$ cat src/rtl/uart_sync_pkg.sv
package uart_sync_pkg;
  typedef struct packed {
    logic pol;
    logic pha;
    logic lbclk;
  } ck_cfg_t;
endpackage

$ cat src/rtl/uart_sync_cfg.sv
module uart_sync_cfg
  import uart_sync_pkg::*;
(
  input  logic    clk_i,
  input  logic    rst_ni,
  input  logic    tx_en_i,
  input  logic    rx_en_i,
  input  logic    pol_i,
  input  logic    pha_i,
  input  logic    lbclk_i,
  output ck_cfg_t cfg_o
);
  ck_cfg_t cfg_q;
  logic    load;

  assign load = !tx_en_i && !rx_en_i;

  always_ff @(posedge clk_i or negedge rst_ni) begin
    if (!rst_ni) begin
      cfg_q <= '0;
    end else if (load) begin
      cfg_q.pol   <= pol_i;
      cfg_q.pha   <= pha_i;
      cfg_q.lbclk <= lbclk_i;
    end
  end

  assign cfg_o = cfg_q;
endmodule

$ cat src/rtl/uart_sync_seq.sv
module uart_sync_seq #(
  parameter int DATA_W = 8,
  localparam int IDX_W = $clog2(DATA_W + 2)
) (
  input  logic              clk_i,
  input  logic              rst_ni,
  input  logic              tx_en_i,
  input  logic              tick_i,
  input  logic              wr_i,
  input  logic [DATA_W-1:0] wr_data_i,
  input  logic              brk_i,
  output logic              busy_o,
  output logic              tx_o,
  output logic              data_bit_o,
  output logic              last_bit_o,
  output logic              half_o,
  output logic              mid_tick_o,
  output logic [IDX_W-1:0]  data_idx_o
);
  localparam logic [IDX_W-1:0] LAST_IDX = IDX_W'(DATA_W + 1);
  localparam logic [IDX_W-1:0] MSB_IDX  = IDX_W'(DATA_W);

  logic              busy_q, brk_q, half_q;
  logic [IDX_W-1:0]  bit_q;
  logic [DATA_W-1:0] sh_q;
  logic              in_data;

  always_ff @(posedge clk_i or negedge rst_ni) begin
    if (!rst_ni) begin
      busy_q <= 1'b0;
      brk_q  <= 1'b0;
      half_q <= 1'b0;
      bit_q  <= '0;
      sh_q   <= '0;
    end else if (!tx_en_i) begin
      busy_q <= 1'b0;
      brk_q  <= 1'b0;
      half_q <= 1'b0;
      bit_q  <= '0;
    end else if (!busy_q) begin
      if (wr_i || brk_i) begin
        busy_q <= 1'b1;
        brk_q  <= !wr_i;
        half_q <= 1'b0;
        bit_q  <= '0;
        sh_q   <= wr_i ? wr_data_i : '0;
      end
    end else if (tick_i) begin
      if (!half_q) begin
        half_q <= 1'b1;
      end else begin
        half_q <= 1'b0;
        if (bit_q == LAST_IDX) begin
          busy_q <= 1'b0;
        end else begin
          bit_q <= bit_q + 1'b1;
          if (bit_q != '0) sh_q <= {1'b0, sh_q[DATA_W-1:1]};
        end
      end
    end
  end

  assign in_data = (bit_q != '0) && (bit_q != LAST_IDX);

  always_comb begin
    if (!busy_q)               tx_o = 1'b1;
    else if (bit_q == '0)      tx_o = 1'b0;
    else if (bit_q == LAST_IDX) tx_o = 1'b1;
    else                       tx_o = sh_q[0];
  end

  assign busy_o     = busy_q;
  assign data_bit_o = busy_q && !brk_q && in_data;
  assign last_bit_o = bit_q == MSB_IDX;
  assign half_o     = half_q;
  assign mid_tick_o = busy_q && tx_en_i && tick_i && !half_q;
  assign data_idx_o = bit_q - 1'b1;
endmodule

$ cat src/rtl/uart_sync_clkgen.sv
module uart_sync_clkgen
  import uart_sync_pkg::*;
(
  input  ck_cfg_t cfg_i,
  input  logic    rx_en_i,
  input  logic    data_bit_i,
  input  logic    last_bit_i,
  input  logic    half_i,
  input  logic    mid_tick_i,
  output logic    ck_o,
  output logic    sample_o
);
  logic pulse_en, active_half;

  // phase 1 shifts the active half to the first half of the bit
  assign active_half = cfg_i.pha ? !half_i : half_i;
  assign pulse_en    = data_bit_i && (!last_bit_i || cfg_i.lbclk);
  assign ck_o        = cfg_i.pol ^ (pulse_en && active_half);
  // mid-bit is the capture edge in both phases
  assign sample_o    = rx_en_i && data_bit_i && mid_tick_i;
endmodule

$ cat src/rtl/uart_sync_rx.sv
module uart_sync_rx #(
  parameter int DATA_W = 8,
  localparam int IDX_W = $clog2(DATA_W + 2)
) (
  input  logic              clk_i,
  input  logic              rst_ni,
  input  logic              sample_i,
  input  logic              last_i,
  input  logic [IDX_W-1:0]  idx_i,
  input  logic              rx_i,
  output logic [DATA_W-1:0] data_o,
  output logic              valid_o
);
  logic [DATA_W-1:0] acc_q, acc_n, data_q;
  logic              valid_q;

  always_comb begin
    acc_n = acc_q;
    for (int i = 0; i < DATA_W; i++) begin
      if (idx_i == IDX_W'(i)) acc_n[i] = rx_i;
    end
  end

  always_ff @(posedge clk_i or negedge rst_ni) begin
    if (!rst_ni) begin
      acc_q   <= '0;
      data_q  <= '0;
      valid_q <= 1'b0;
    end else begin
      valid_q <= 1'b0;
      if (sample_i) begin
        acc_q <= acc_n;
        if (last_i) begin
          data_q  <= acc_n;
          valid_q <= 1'b1;
        end
      end
    end
  end

  assign data_o  = data_q;
  assign valid_o = valid_q;
endmodule

$ cat src/rtl/uart_sync_master.sv
module uart_sync_master
  import uart_sync_pkg::*;
#(
  parameter int DATA_W = 8
) (
  input  logic              clk_i,
  input  logic              rst_ni,
  input  logic              tx_en_i,
  input  logic              rx_en_i,
  input  logic              cfg_pol_i,
  input  logic              cfg_pha_i,
  input  logic              cfg_lbclk_i,
  input  logic              baud_tick_i,
  input  logic              wr_i,
  input  logic [DATA_W-1:0] wr_data_i,
  input  logic              brk_i,
  input  logic              rx_i,
  output logic              tx_o,
  output logic              ck_o,
  output logic              busy_o,
  output logic              rx_sample_o,
  output logic [DATA_W-1:0] rx_data_o,
  output logic              rx_valid_o
);
  localparam int IDX_W = $clog2(DATA_W + 2);

  ck_cfg_t          ck_cfg;
  logic             data_bit, last_bit, half, mid_tick;
  logic [IDX_W-1:0] data_idx;

  uart_sync_cfg u_cfg (
    .clk_i   (clk_i),
    .rst_ni  (rst_ni),
    .tx_en_i (tx_en_i),
    .rx_en_i (rx_en_i),
    .pol_i   (cfg_pol_i),
    .pha_i   (cfg_pha_i),
    .lbclk_i (cfg_lbclk_i),
    .cfg_o   (ck_cfg)
  );

  uart_sync_seq #(.DATA_W(DATA_W)) u_seq (
    .clk_i      (clk_i),
    .rst_ni     (rst_ni),
    .tx_en_i    (tx_en_i),
    .tick_i     (baud_tick_i),
    .wr_i       (wr_i),
    .wr_data_i  (wr_data_i),
    .brk_i      (brk_i),
    .busy_o     (busy_o),
    .tx_o       (tx_o),
    .data_bit_o (data_bit),
    .last_bit_o (last_bit),
    .half_o     (half),
    .mid_tick_o (mid_tick),
    .data_idx_o (data_idx)
  );

  uart_sync_clkgen u_clk (
    .cfg_i      (ck_cfg),
    .rx_en_i    (rx_en_i),
    .data_bit_i (data_bit),
    .last_bit_i (last_bit),
    .half_i     (half),
    .mid_tick_i (mid_tick),
    .ck_o       (ck_o),
    .sample_o   (rx_sample_o)
  );

  uart_sync_rx #(.DATA_W(DATA_W)) u_rx (
    .clk_i    (clk_i),
    .rst_ni   (rst_ni),
    .sample_i (rx_sample_o),
    .last_i   (last_bit),
    .idx_i    (data_idx),
    .rx_i     (rx_i),
    .data_o   (rx_data_o),
    .valid_o  (rx_valid_o)
  );
endmodule

$ cat config.mk
export PLATFORM = sky130hd
export DESIGN_NAME = uart_sync_master
export DESIGN_NICKNAME = d
export VERILOG_FILES = /design/src/rtl/uart_sync_pkg.sv /design/src/rtl/uart_sync_cfg.sv /design/src/rtl/uart_sync_seq.sv /design/src/rtl/uart_sync_clkgen.sv /design/src/rtl/uart_sync_rx.sv /design/src/rtl/uart_sync_master.sv
export SDC_FILE = /design/constraint.sdc
export NUM_CORES = 1
export LEC_CHECK = 0
export BUFFER_PORTS_ARGS = -buffer_cell sky130_fd_sc_hd__buf_2
export CAP_MARGIN = 5
export CELL_PAD_IN_SITES_DETAIL_PLACEMENT = 0
export CELL_PAD_IN_SITES_GLOBAL_PLACEMENT = 1
export CORE_UTILIZATION = 47
export DETAILED_ROUTE_END_ITERATION = 10
export GPL_TIMING_DRIVEN = 0
export PLACE_DENSITY = 0.91
export SLEW_MARGIN = 20
export SYNTH_ARGS = -nofsm -noshare
export SYNTH_HDL_FRONTEND = slang
export SYNTH_SLANG_ARGS = --single-unit
$ cat constraint.sdc
create_clock -name clk_i -period 6.4 [get_ports clk_i]
set_clock_uncertainty 0.05 [all_clocks]
set_input_delay 1.28 -clock clk_i [delete_from_list [all_inputs] [get_ports clk_i]]
set_output_delay 1.28 -clock clk_i [all_outputs]
set_load 0.02 [all_outputs]
# Yosys cells after proc, flatten, opt, wreduce, memory -nomap -nowiden
# Index checks and enable logic that the tools add are counted.
dict set report word_totals {
  regBits 35
  latch_bits 0
  ram_bits 0
  rom_bits 0
  inputBits 19
  n_memories 0
}
dict set report classes {
  addsub 2
  mul 0
  div_mod_pow 0
  order_cmp 0
  n_eq_ne 20
  shift 0
  n_mux 41
  bitwise 1
  reduce_logical 28
}
# op count
set op_table {}
lappend op_table {{$mux W8} 7}
lappend op_table {{$mux W1} 28}
lappend op_table {{$mux W4} 6}
lappend op_table {{$eq A4 B3 Y1 const B} 4}
lappend op_table {{$logic_and A1 B1 Y1} 11}
lappend op_table {{$ne A2 B2 Y1 const B} 5}
lappend op_table {{$ne A3 B3 Y1 const B} 3}
lappend op_table {{$eq A4 B2 Y1 const B} 2}
lappend op_table {{$eq A4 B4 Y1 const B} 2}
lappend op_table {{$logic_not A4 Y1} 2}
lappend op_table {{$logic_not A1 Y1} 6}
lappend op_table {{$reduce_and A2 Y1} 3}
lappend op_table {{$reduce_and A6 Y1} 1}
lappend op_table {{$add A4 B1 Y4 const B} 1}
lappend op_table {{$eq A4 B1 Y1 const B} 1}
lappend op_table {{$ne A4 B4 Y1 const B} 1}
lappend op_table {{$reduce_and A4 Y1} 1}
lappend op_table {{$reduce_bool A4 Y1} 1}
lappend op_table {{$sub A4 B1 Y4 const B} 1}
lappend op_table {{$ne A3 B1 Y1 const B} 1}
lappend op_table {{$logic_or A1 B1 Y1} 2}
lappend op_table {{$ne A2 B1 Y1 const B} 1}
lappend op_table {{$reduce_bool A2 Y1} 1}
lappend op_table {{$xor A1 B1 Y1} 1}

# Depth between registers and ports, before layout
dict set report depth {
  word_depth 6
  depth_mapped 7
}

# Hierarchy
# From an unflattened synthesis, not the netlist that was laid out.
dict set report hier_totals {
  cells_unflattened 213
  hier_area_um2 2147.1
}
# mod n_inst cells_each area_per_inst_um2 seq_area_each_um2
set modules_own_cells {}
lappend modules_own_cells {uart_sync_seq 1 124 1051.0 375.4}
lappend modules_own_cells {uart_sync_rx 1 77 945.9 425.4}
lappend modules_own_cells {uart_sync_cfg 1 7 115.1 75.1}
lappend modules_own_cells {uart_sync_clkgen 1 5 35.0 0.0}

# Least setup slack after synthesis
# OpenSTA, ideal clock, no wires.
dict set report synth_timing {
  path_type {input -> output}
  start {input tx_en_i}
  end {output rx_sample_o}
  arrival_ns 1.910
  required_ns 5.070
  setup_slack_ns 3.160
  stages 2
  path_buffers 0
  path_cell_list {nand2_1 a211oi_4}
}
dict set report synth_via {
  elab_chain_cells 4
}
# element line
set synth_lines {}
lappend synth_lines {{start: declaration} uart_sync_master.sv:8} ;# input logic tx_en_i,
lappend synth_lines {{$logic_and A1 B1 Y1 (3 in series)} uart_sync_seq.sv:76} ;# assign mid_tick_o = busy_q && tx_en_i && tick_i && !half_q;
lappend synth_lines {{$logic_and A1 B1 Y1} uart_sync_clkgen.sv:20} ;# assign sample_o = rx_en_i && data_bit_i && mid_tick_i;
lappend synth_lines {{end: declaration} uart_sync_master.sv:21} ;# output logic rx_sample_o,
# No other way between the ends.

# Final worst setup path
# Ends and elaborated chain as after synthesis.

==> summary.md <==
| Metric | Value |
|---|---|
| Result of the run | completed |
| Synth cell types | 38 |
| Post-layout nets | 236 |
| Transition at the pin with the smallest max-transition slack | 0.7799 ns |
| Initial standard-cell utilization of the core | 50.63% |
| Relative slew slack | 48.00% |
| Launching instance or port of the critical path | tx_en_i |
| Clk sinks | 35 |
| Max H-tree Level | 2 |
| Die footprint | 4351 um^2 |
| CP startpoint kind | primary input |
| Count of fill cells added during filler insertion | about 330 |
| Top achievable clock speed | 272.9 MHz |
| Cell area after layout | 2238 um^2 |
| Post-route fraction of the period consumed by the critical path | between 50% and 60% |
| CP max FO | 7 |
| Area of the mapped netlist | just under 2000 um^2 |
| CTS Hold Buffers Added | 0 |
| Resized Gates After CTS | 0 |
| Avg Synthesized Cell Area | around 11 um^2 |
| Total number of yosys warnings | 0 |
| Number of nets with antenna violations after routing | 0 |
| Leakage power | 1.065 nW |
| Count of pins on the block boundary | 32 |
| TritonCTS clock tree | done |
| Power density cells | 242.0 nW/um^2 |
| First DRT Iteration DRCs | 39 |
| Gate Count Post-Synth | ~170 |
| Clock insertion delay at the later pin of the skew report | 0.28 ns |
| Signal arrival time at the worst endpoint | 2.33 ns |
| Critical path data required time | a little over 5 ns |
| DRC Markers | 0 |
| Register-to-register setup slack | ~4.1 ns |
| Maximum VDD drop | 0.1674 mV |
| Wire length of the first global-routing pass | about 6.5 mm |
| Final Critical Period | about 3.7 ns |
| WHS Path Cells | 1 |
| # port buffers | 31 |
| Wire length after detailed routing | 3.779 mm |
| Placed instance area | between 2000 and 2500 um^2 |
| Core region area | 3799 um^2 |
| Maximum number of pins on one net before global-route repair | 36 |
| Clock transition at the register clock pins on the worst setup and hold paths after CTS | 0.06 ns |
| Setup repair after global routing missed its margin | no |
| Number of CTS-inserted buffers | 5 |
| Highest-delay cell along the critical path | sky130_fd_sc_hd__a211oi_4 |
| Number of synthesized register bits | 35 |
| GRT Util Overall | 19.85% |
| Weighted congestion at the end of routability-driven global placement | 0.8020 |
| Reg2reg end | u_rx.data_o[6] |
| Post-detailed-route via-to-cell ratio | 5.500 |
| Layout overhead on the synthesized area | 16.40% |
| Die Wd | 65.97 um |
| Total count of hold-check failures in the final report | 0 |
| Worst min-delay path category | reg2reg |
| Floorplan row count | 22 |
| Antenna violations before repair | 0 |
| Setup Viol. Count Final | 0 |
| Startpoint of the worst register-to-register path | u_seq.bit_q[0] |
| Routed WL per cell | 14.53 um |
| Sequential cell area fraction in the yosys report | between 40 and 50% |
| Clock root cell | sky130_fd_sc_hd__clkbuf_8 |
| Largest stage delay on the critical path | 0.45 ns |
| Worst hold start | u_rx.acc_q[2] |
| Endpoint of the worst hold-timing path | u_rx.acc_q[2] |
| Worst-path cell chain | buf_2 > nand2_1 > a211oi_4 > buf_2 |
| # diodes | 0 |
| Vias in the first global route | 1461 |
| Critical path capture point type | primary output |
| Worst Reg2Reg Path Length in Cells | 7 |
| Global-route congestion overflow total | 0 |
| # Post-CTS Setup Buffers | 0 |
| First-pass detailed-route iteration total | 4 |
| Share of layout cells above drive strength 1 | 31.13% |
| Vias | 1430 |
| Kind of critical path | in2out |
| CP most frequent cell | sky130_fd_sc_hd__buf_2 |
| Post-Synthesis Net Count | 198 |
| Die Ht | 65.97 um |
| Hold_ws | 0.4384 ns |
| Setup TNS after final layout | 0 ns |
| CTS Buffer Depth | 2 |
| Max Cap Violations | 0 |
| Number of slew-limit violations in the final report | 0 |
| Total half-perimeter wirelength after legalization and detailed placement | 2.806 mm |
cell families after synthesis:
group	after synthesis	share of synthesized area, %
fa+ha+maj	6	3.904
flops	35	45.54
buf+inv	13	2.863
compound gates	37	16.33
simple gates	52	14.05
mux	28	16.40
xor+xnor	2	0.9110
layer usage:
metal / global-route usage, % / vias to the layer above / share of wire (%)
met2: 34.69 / 23 / 49
met3: 4.310 / 5 / 3.2
met1: 24.03 / 706 / 46
met5: 0 / - / 0
met4: 6.649 / 0 / 1.2
li1: - / 696 / -
worst max-delay path, delay by kind of cell:
family	cells	cell delay (ns)
AOI/OAI and AO/OA	1	0.45
buffers and inverters	2	0.37
and+or+nand+nor	1	0.22
synth_stat cells (all sizes together):
cell type,number,area share (%)
a2111oi,1,1.4
nand2b,1,0.33
o21ai,7,2.4
nand2,14,2.7
nor2,10,2.0
a32o,2,1.0
nand4bb,1,1.4
clkbuf,3,0.59
dfrtp,35,46
ha,6,3.9
nor2b,3,0.98
a21bo,4,2.1
o31ai,1,0.39
o21bai,1,0.39
or3,2,0.65
inv,7,1.4
a31oi,4,1.3
a21oi,6,1.6
buf,3,0.91
a22oi,1,0.39
or2,1,0.33
nand3,14,3.6
and2,1,0.33
mux2,22,13
xnor2,2,0.91
a211oi,3,1.8
nand3b,2,0.78
nor3,2,0.52
nor3b,1,0.39
mux2i,6,3.1
a21o,1,0.78
a22o,6,2.7
where the power goes:
part	switching (mW)	internal, mW
logic	0.0591	0.0499
clock network	0.0741	0.0981
registers	0.0169	0.243
total	0.150	0.392
area by class of cell:
class,instances,area [um^2],share of cell area (%)
sequential,35,875.8,39.13
timing repair buffer,31,155.1,6.931
tap,48,60.06,2.683
clock buffer,8,100.1,4.472
multi-input combinational,125,992.2,44.33
buffer,6,28.78,1.286
inverter,7,26.28,1.174
metrics by stage:
step | instances | util [%] | worst slack, ns | power, mW
floorplan | 173 | - | 3.160 | 0.3399
global placement | 252 | 56.29 | 2.770 | 0.3681
detailed placement | 252 | 56.29 | 2.724 | 0.3741
CTS | 260 | 58.93 | 2.721 | 0.5470
global route | 260 | 58.93 | 2.661 | 0.5702
finish | 260 | 58.93 | 2.736 | 0.5417
state kept, by name, indices dropped and copies added (netlist names):
signal,count
u_rx.valid_o,1
u_seq.busy_o,1
u_seq.brk_q,1
u_rx.data_o,8
u_seq.half_o,1
u_cfg.cfg_o,3
u_seq.bit_q,4
u_seq.sh_q,8
u_rx.acc_q,8
worst max-delay path by stage:
stage                        endpoint  slack [ns]  cells after the start
final                     rx_sample_o        2.74                      4
after global routing      rx_sample_o        2.66                      4
after CTS                 rx_sample_o        2.72                      4
after detailed placement  rx_sample_o        2.72                      4
after global placement    rx_sample_o        2.77                      4
after floorplan           rx_sample_o        3.16                      2
cell usage in the layout (no fill, tap or decap), drive strengths merged, types with 3 or more instances in the layout:
cell type	instances
dfrtp	35
buf	34
mux2	22
nand2	14
nand3	14
clkbuf	11
nor2	10
inv	7
o21ai	7
a21oi	6
a22o	6
mux2i	6
ha	6
a21bo	4
a31oi	4
nor2b	3
a211oi	3
No activity file was read; power rests on OpenSTA's default activity.
